<file path="config.mk">
export PLATFORM = sky130hd
export DESIGN_NAME = llchain_dma
export DESIGN_NICKNAME = d
export VERILOG_FILES = /design/src/rtl/llchain_pkg.sv /design/src/rtl/llchain_regs.sv /design/src/rtl/llchain_ctrl.sv /design/src/rtl/llchain_mreq.sv /design/src/rtl/llchain_dma.sv
export SDC_FILE = /design/constraint.sdc
export NUM_CORES = 1
export LEC_CHECK = 0
export CORE_ASPECT_RATIO = 0.75
export CORE_MARGIN = 5
export CORE_UTILIZATION = 40
export CTS_BUF_LIST = sky130_fd_sc_hd__clkbuf_8
export DETAILED_ROUTE_END_ITERATION = 8
export GPL_ROUTABILITY_DRIVEN = 0
export PLACE_DENSITY = 0.59
export SYNTH_ARGS = -nofsm -noshare
export SYNTH_HDL_FRONTEND = slang
export SYNTH_HIERARCHICAL = 1
export SYNTH_SLANG_ARGS = --single-unit
</file>
<file path="constraint.sdc">
create_clock -name clk -period 6.2 [get_ports clk]
set_input_delay 1.24 -clock clk [delete_from_list [all_inputs] [get_ports clk]]
set_output_delay 1.24 -clock clk [all_outputs]
set_load 0.01 [all_outputs]
</file>
<file path="src/rtl/llchain_pkg.sv">
package llchain_pkg;

  typedef enum logic [2:0] {
    ST_IDLE   = 3'd0,
    ST_DESC   = 3'd1,
    ST_SRC_RD = 3'd2,
    ST_DST_WR = 3'd3,
    ST_WBACK  = 3'd4
  } ch_state_e;

  typedef enum logic [1:0] {
    SEL_SRC  = 2'd0,
    SEL_PTR  = 2'd1,
    SEL_CHEN = 2'd2,
    SEL_GCFG = 2'd3
  } reg_sel_e;

  // descriptor word order; the channel decodes words by this index
  localparam logic [1:0] DW_DST  = 2'd1;
  localparam logic [1:0] DW_NEXT = 2'd2;
  localparam logic [1:0] DW_CTRL = 2'd3;

endpackage

</file>
<file path="src/rtl/llchain_regs.sv">
module llchain_regs
  import llchain_pkg::*;
#(
  parameter int AW = 32
) (
  input  logic          clk,
  input  logic          rst_n,
  input  logic          wr_en,
  input  logic [1:0]    wr_sel,
  input  logic [AW-1:0] wr_data,
  input  logic          busy,
  input  logic          src_step,
  input  logic          ptr_load,
  input  logic [AW-1:0] ptr_next,
  input  logic          en_clear,
  output logic          start,
  output logic [AW-1:0] src_addr,
  output logic [AW-1:0] ptr_addr,
  output logic          chan_en,
  output logic          glob_en
);
  localparam logic [AW-1:0] STEP = AW'(AW / 8);

  logic [AW-1:0] src_q, src_d, ptr_q, ptr_d;
  logic          chen_q, chen_d, gen_q, gen_d;
  logic          idle_wr;

  assign idle_wr = wr_en && !busy;

  always_comb begin
    src_d  = src_q;
    ptr_d  = ptr_q;
    chen_d = chen_q;
    gen_d  = gen_q;
    if (idle_wr && (wr_sel == SEL_SRC)) begin
      src_d = wr_data;
    end else if (src_step) begin
      src_d = src_q + STEP;
    end
    if (idle_wr && (wr_sel == SEL_PTR)) begin
      ptr_d = wr_data;
    end else if (ptr_load) begin
      ptr_d = ptr_next;
    end
    if (en_clear) begin
      chen_d = 1'b0;
    end else if (idle_wr && (wr_sel == SEL_CHEN)) begin
      chen_d = wr_data[0];
    end
    if (wr_en && (wr_sel == SEL_GCFG)) begin
      gen_d = wr_data[0];
    end
  end

  always_ff @(posedge clk or negedge rst_n) begin
    if (!rst_n) begin
      src_q  <= '0;
      ptr_q  <= '0;
      chen_q <= 1'b0;
      gen_q  <= 1'b0;
    end else begin
      src_q  <= src_d;
      ptr_q  <= ptr_d;
      chen_q <= chen_d;
      gen_q  <= gen_d;
    end
  end

  assign start    = chen_q && gen_q && !busy;
  assign src_addr = src_q;
  assign ptr_addr = ptr_q;
  assign chan_en  = chen_q;
  assign glob_en  = gen_q;

endmodule

</file>
<file path="src/rtl/llchain_ctrl.sv">
module llchain_ctrl
  import llchain_pkg::*;
#(
  parameter int AW    = 32,
  parameter int LEN_W = 12
) (
  input  logic          clk,
  input  logic          rst_n,
  input  logic          start,
  input  logic          mem_ack,
  input  logic          mem_err,
  input  logic [AW-1:0] mem_rdata,
  output ch_state_e     state,
  output logic [1:0]    beat,
  output logic [AW-1:0] dst_addr,
  output logic [AW-1:0] nxt_ptr,
  output logic [AW-1:0] ctl_word,
  output logic [AW-1:0] data_word,
  output logic          busy,
  output logic          src_step,
  output logic          ptr_load,
  output logic          en_clear,
  output logic          blk_done,
  output logic          xfer_done,
  output logic          err_evt
);
  localparam logic [AW-1:0]    STEP    = AW'(AW / 8);
  localparam logic [LEN_W-1:0] ONE_LEN = LEN_W'(1);
  localparam logic [LEN_W-1:0] NO_LEN  = '0;

  ch_state_e        st_q, st_d;
  logic [1:0]       beat_q, beat_d;
  logic [AW-1:0]    dst_q, dst_d, nxt_q, nxt_d, ctl_q, ctl_d, dat_q, dat_d;
  logic [LEN_W-1:0] cnt_q, cnt_d, cnt_inc;
  logic             blk_q, blk_d, xfr_q, xfr_d, err_q, err_d;

  assign cnt_inc = cnt_q + ONE_LEN;

  always_comb begin
    st_d     = st_q;
    beat_d   = beat_q;
    dst_d    = dst_q;
    nxt_d    = nxt_q;
    ctl_d    = ctl_q;
    dat_d    = dat_q;
    cnt_d    = cnt_q;
    blk_d    = 1'b0;
    xfr_d    = 1'b0;
    err_d    = 1'b0;
    src_step = 1'b0;
    ptr_load = 1'b0;
    en_clear = 1'b0;
    if ((st_q != ST_IDLE) && mem_ack && mem_err) begin
      err_d    = 1'b1;
      en_clear = 1'b1;
      st_d     = ST_IDLE;
    end else begin
      unique case (st_q)
        ST_IDLE: begin
          if (start) begin
            st_d   = ST_DESC;
            beat_d = 2'd0;
          end
        end
        ST_DESC: begin
          if (mem_ack) begin
            beat_d = beat_q + 2'd1;
            if (beat_q == DW_DST) begin
              dst_d = mem_rdata;
            end
            if (beat_q == DW_NEXT) begin
              nxt_d = mem_rdata;
            end
            if (beat_q == DW_CTRL) begin
              ctl_d = mem_rdata;
              cnt_d = '0;
              st_d  = (mem_rdata[LEN_W-1:0] == NO_LEN) ? ST_WBACK : ST_SRC_RD;
            end
          end
        end
        ST_SRC_RD: begin
          if (mem_ack) begin
            dat_d    = mem_rdata;
            src_step = 1'b1;
            st_d     = ST_DST_WR;
          end
        end
        ST_DST_WR: begin
          if (mem_ack) begin
            dst_d = dst_q + STEP;
            cnt_d = cnt_inc;
            st_d  = (cnt_inc == ctl_q[LEN_W-1:0]) ? ST_WBACK : ST_SRC_RD;
          end
        end
        ST_WBACK: begin
          if (mem_ack) begin
            blk_d = 1'b1;
            if (nxt_q == '0) begin
              xfr_d    = 1'b1;
              en_clear = 1'b1;
              st_d     = ST_IDLE;
            end else begin
              ptr_load = 1'b1;
              beat_d   = 2'd0;
              st_d     = ST_DESC;
            end
          end
        end
        default: st_d = ST_IDLE;
      endcase
    end
  end

  always_ff @(posedge clk or negedge rst_n) begin
    if (!rst_n) begin
      st_q   <= ST_IDLE;
      beat_q <= '0;
      dst_q  <= '0;
      nxt_q  <= '0;
      ctl_q  <= '0;
      dat_q  <= '0;
      cnt_q  <= '0;
      blk_q  <= 1'b0;
      xfr_q  <= 1'b0;
      err_q  <= 1'b0;
    end else begin
      st_q   <= st_d;
      beat_q <= beat_d;
      dst_q  <= dst_d;
      nxt_q  <= nxt_d;
      ctl_q  <= ctl_d;
      dat_q  <= dat_d;
      cnt_q  <= cnt_d;
      blk_q  <= blk_d;
      xfr_q  <= xfr_d;
      err_q  <= err_d;
    end
  end

  assign state     = st_q;
  assign beat      = beat_q;
  assign dst_addr  = dst_q;
  assign nxt_ptr   = nxt_q;
  assign ctl_word  = ctl_q;
  assign data_word = dat_q;
  assign busy      = (st_q != ST_IDLE);
  assign blk_done  = blk_q;
  assign xfer_done = xfr_q;
  assign err_evt   = err_q;

endmodule

</file>
<file path="src/rtl/llchain_mreq.sv">
module llchain_mreq
  import llchain_pkg::*;
#(
  parameter int AW       = 32,
  parameter int DONE_BIT = 31
) (
  input  ch_state_e     state,
  input  logic [1:0]    beat,
  input  logic [AW-1:0] src_addr,
  input  logic [AW-1:0] ptr_addr,
  input  logic [AW-1:0] dst_addr,
  input  logic [AW-1:0] data_word,
  input  logic [AW-1:0] ctl_word,
  output logic          mem_req,
  output logic          mem_we,
  output logic [AW-1:0] mem_addr,
  output logic [AW-1:0] mem_wdata
);
  localparam logic [AW-1:0] STEP      = AW'(AW / 8);
  localparam logic [AW-1:0] DONE_MASK = {{(AW-1){1'b0}}, 1'b1} << DONE_BIT;

  always_comb begin
    mem_req   = 1'b0;
    mem_we    = 1'b0;
    mem_addr  = ptr_addr;
    mem_wdata = '0;
    unique case (state)
      ST_DESC: begin
        mem_req  = 1'b1;
        mem_addr = ptr_addr + (AW'(beat) * STEP);
      end
      ST_SRC_RD: begin
        mem_req  = 1'b1;
        mem_addr = src_addr;
      end
      ST_DST_WR: begin
        mem_req   = 1'b1;
        mem_we    = 1'b1;
        mem_addr  = dst_addr;
        mem_wdata = data_word;
      end
      ST_WBACK: begin
        mem_req   = 1'b1;
        mem_we    = 1'b1;
        mem_addr  = ptr_addr + (AW'(DW_CTRL) * STEP);
        mem_wdata = ctl_word | DONE_MASK;
      end
      default: begin
        mem_req = 1'b0;
      end
    endcase
  end

endmodule

</file>
<file path="src/rtl/llchain_dma.sv">
module llchain_dma
  import llchain_pkg::*;
#(
  parameter int AW       = 32,
  parameter int LEN_W    = 12,
  parameter int DONE_BIT = 31
) (
  input  logic          clk,
  input  logic          rst_n,
  input  logic          reg_wr_en,
  input  logic [1:0]    reg_wr_sel,
  input  logic [AW-1:0] reg_wr_data,
  output logic          chan_en,
  output logic          mem_req,
  output logic          mem_we,
  output logic [AW-1:0] mem_addr,
  output logic [AW-1:0] mem_wdata,
  input  logic          mem_ack,
  input  logic          mem_err,
  input  logic [AW-1:0] mem_rdata,
  output logic          blk_done,
  output logic          xfer_done,
  output logic          err_evt
);
  ch_state_e     st_w;
  logic [1:0]    beat_w;
  logic [AW-1:0] src_addr_w, ptr_addr_w, dst_addr_w, nxt_ptr_w, ctl_word_w, data_word_w;
  logic          start_w, busy_w, src_step_w, ptr_load_w, en_clear_w, glob_en_w;
  logic          in_desc_w;

  llchain_regs #(.AW(AW)) regs_i (
    .clk      (clk),
    .rst_n    (rst_n),
    .wr_en    (reg_wr_en),
    .wr_sel   (reg_wr_sel),
    .wr_data  (reg_wr_data),
    .busy     (busy_w),
    .src_step (src_step_w),
    .ptr_load (ptr_load_w),
    .ptr_next (nxt_ptr_w),
    .en_clear (en_clear_w),
    .start    (start_w),
    .src_addr (src_addr_w),
    .ptr_addr (ptr_addr_w),
    .chan_en  (chan_en),
    .glob_en  (glob_en_w)
  );

  llchain_ctrl #(.AW(AW), .LEN_W(LEN_W)) ctrl_i (
    .clk       (clk),
    .rst_n     (rst_n),
    .start     (start_w),
    .mem_ack   (mem_ack),
    .mem_err   (mem_err),
    .mem_rdata (mem_rdata),
    .state     (st_w),
    .beat      (beat_w),
    .dst_addr  (dst_addr_w),
    .nxt_ptr   (nxt_ptr_w),
    .ctl_word  (ctl_word_w),
    .data_word (data_word_w),
    .busy      (busy_w),
    .src_step  (src_step_w),
    .ptr_load  (ptr_load_w),
    .en_clear  (en_clear_w),
    .blk_done  (blk_done),
    .xfer_done (xfer_done),
    .err_evt   (err_evt)
  );

  llchain_mreq #(.AW(AW), .DONE_BIT(DONE_BIT)) mreq_i (
    .state     (st_w),
    .beat      (beat_w),
    .src_addr  (src_addr_w),
    .ptr_addr  (ptr_addr_w),
    .dst_addr  (dst_addr_w),
    .data_word (data_word_w),
    .ctl_word  (ctl_word_w),
    .mem_req   (mem_req),
    .mem_we    (mem_we),
    .mem_addr  (mem_addr),
    .mem_wdata (mem_wdata)
  );

  assign in_desc_w = (st_w == ST_DESC);

endmodule

</file>
==> impl_metrics.json <==
{
  "dp.cells": 1870,
  "cp.arrival_ps": 4560,
  "insertion_delay_ps": 580,
  "crit_required_ps": 4960,
  "grt_pass1_wl_um": 66900,
  "grt_max_degree": 123,
  "layout-drive-gt1-share": 0.106,
  "root_buffer": "clkbuf_8",
  "synthToLayoutAreaGrowth_pct": 19.1,
  "dieArea_um2": 35600,
  "max_cap_violations": 0,
  "clock_path_buffers": 3,
  "dp_hpwl_um": 30900,
  "violations": "DRC",
  "track_usage": 0.241,
  "cp_max_fo": 10,
  "slew_headroom": 0.134,
  "firstDrtPassIters": 8,
  "synth_area_um2": 12800,
  "vias": 11500,
  "clock-sinks": 213,
  "first_global_vias": 10800,
  "io_pins": 141,
  "dp_slack_ps": 1090,
  "routedWlPerCell_um": 22.6,
  "status": "complete, but fails checks",
  "core_um2": 31400,
  "setup-violations-final": 0,
  "period_minus_slack_ps": 5800,
  "fin_hold_ws_ps": 474,
  "routed_wl_um": 43800,
  "end_kind": "output pin",
  "peakVddDrop_v": 0.000233,
  "gr-total-overflow": 0,
  "startpoint_type": "register",
  "drt-initial-drc-count": 1050,
  "setup-tns-final_ps": 0,
  "path_class": "register to output pin",
  "avgSynthCellArea_um2": 9.13,
  "fillers": 2998,
  "r2r_setup_slack_ps": 2510,
  "ctsResizeCount": 0,
  "hold_viol": 0,
  "dpl_cell_area_um2": 14500,
  "rsz0062_at_grt": "no",
  "final_antenna_net_count": 0,
  "yosys_warnings": 6,
  "port_buffers": 140,
  "htreeDepth": 2,
  "cts_buffers": 38,
  "p_leak_nw": 6.36,
  "skew_ps": 50.9,
  "rows": 56,
  "antenna_found_initial": 0,
  "hold_class": "register to register",
  "worst_pin_slew_ps": 1300,
  "nNetsFinal": 1584,
  "start_util": 0.407,
  "drcViolationCount": 1,
  "drv_slew": 0,
  "cts_setup_buffers": 0,
  "multiInputGateArea_um2": 6980,
  "fin_cells": 1938,
  "fp.dieW_um": 216,
  "post-route-period-util": 0.935,
  "p_per_area_nw_per_um2": 439,
  "synthCells": 1398,
  "finalWorstSetupSlack_ps": 405,
  "path_clk_slew_ps": 60,
  "cts_tree": "yes",
  "die_y_um": 165,
  "final_area_um2": 15200,
  "fmax_mhz": 173,
  "final-seq-area_um2": 5330,
  "cts_hold_buf": 0,
  "viasPerCell": 5.96,
  "syn-num-nets": 1478
}
[critical path, stage by stage, from the launching register on]
cell	delay, ps
dfrtp_1	370
or2_2	390
nor2_2	150
or2_2	120
ha_1	170
inv_1	60
fa_1	430
nand4b_2	460
nor2_1	590
nand3_1	190
xor2_1	180
o221ai_1	250
clkdlybuf4s50_1	600
[cell type report]
class	count	share of cell area
Timing Repair Buffer	158	0.102
Tap cell	406	0.0334
Clock inverter	20	0.00650
Inverter	21	0.00519
Multi-Input combinational cell	1072	0.459
Sequential cell	213	0.351
Antenna cell	1	0.000165
Clock buffer	47	0.0426
[cell usage in the layout, fill, tap and decap left out, drive strengths merged, types with 30 or more instances in the layout]
| cell type | instances |
|---|---|
| a21oi | 75 |
| a22o | 35 |
| clkbuf | 48 |
| clkdlybuf4s50 | 139 |
| dfrtp | 213 |
| inv | 36 |
| mux2 | 81 |
| mux2i | 65 |
| nand2 | 224 |
| nand3 | 52 |
| nor2 | 81 |
| nor3 | 30 |
| o21ai | 125 |
[power breakdown]
group          leakage, nW  switching (mW)  total [mW]  internal [mW]
combinational         3.19            1.40        2.64           1.24
sequential            2.73           0.796        2.73           1.94
clock                0.438           0.618        1.31          0.689
total                 6.36            2.81        6.68           3.87
[flip-flops by register name, indices dropped and copies added (netlist names), 3 cells and up]
signal,count
ctrl_i/state,3
ctrl_i/data_word,32
ctrl_i/cnt_q,12
ctrl_i/ctl_word,31
regs_i/ptr_addr,32
ctrl_i/dst_addr,32
regs_i/src_addr,32
ctrl_i/nxt_ptr,32
[final timing paths]
path | from | endpoint | cells past startpoint
worst max-delay path | ctrl_i/state[1] | mem_addr[22] | 12
worst min-delay path | ctrl_i/data_word[30] | ctrl_i/data_word[30] | 2
worst max register to register | ctrl_i/state[0] | regs_i/ptr_addr[15] | 7
worst min register to register | ctrl_i/data_word[30] | ctrl_i/data_word[30] | 2
max in group asynchronous | rst_n | ctrl_i/data_word[14] | 2
min in group asynchronous | rst_n | regs_i/chan_en | 1
[metrics by stage]
step / power, mW / utilization
4_1_cts: 6.67 / 0.484
3_3_place_gp: 5.27 / 0.460
6_report: 6.68 / 0.484
2_1_floorplan: 4.14 / -
5_1_grt: 7.10 / 0.484
3_5_place_dp: 5.33 / 0.460
[layer usage]
layer,global-route usage,vias to the layer above,wire [um]
met2,0.326,503,17200
met4,0.0561,0,861
met5,0,-,0
li1,-,5305,-
met3,0.0627,70,4120
met1,0.381,5669,21700
Note: power is estimated with default switching activity, not from simulation.
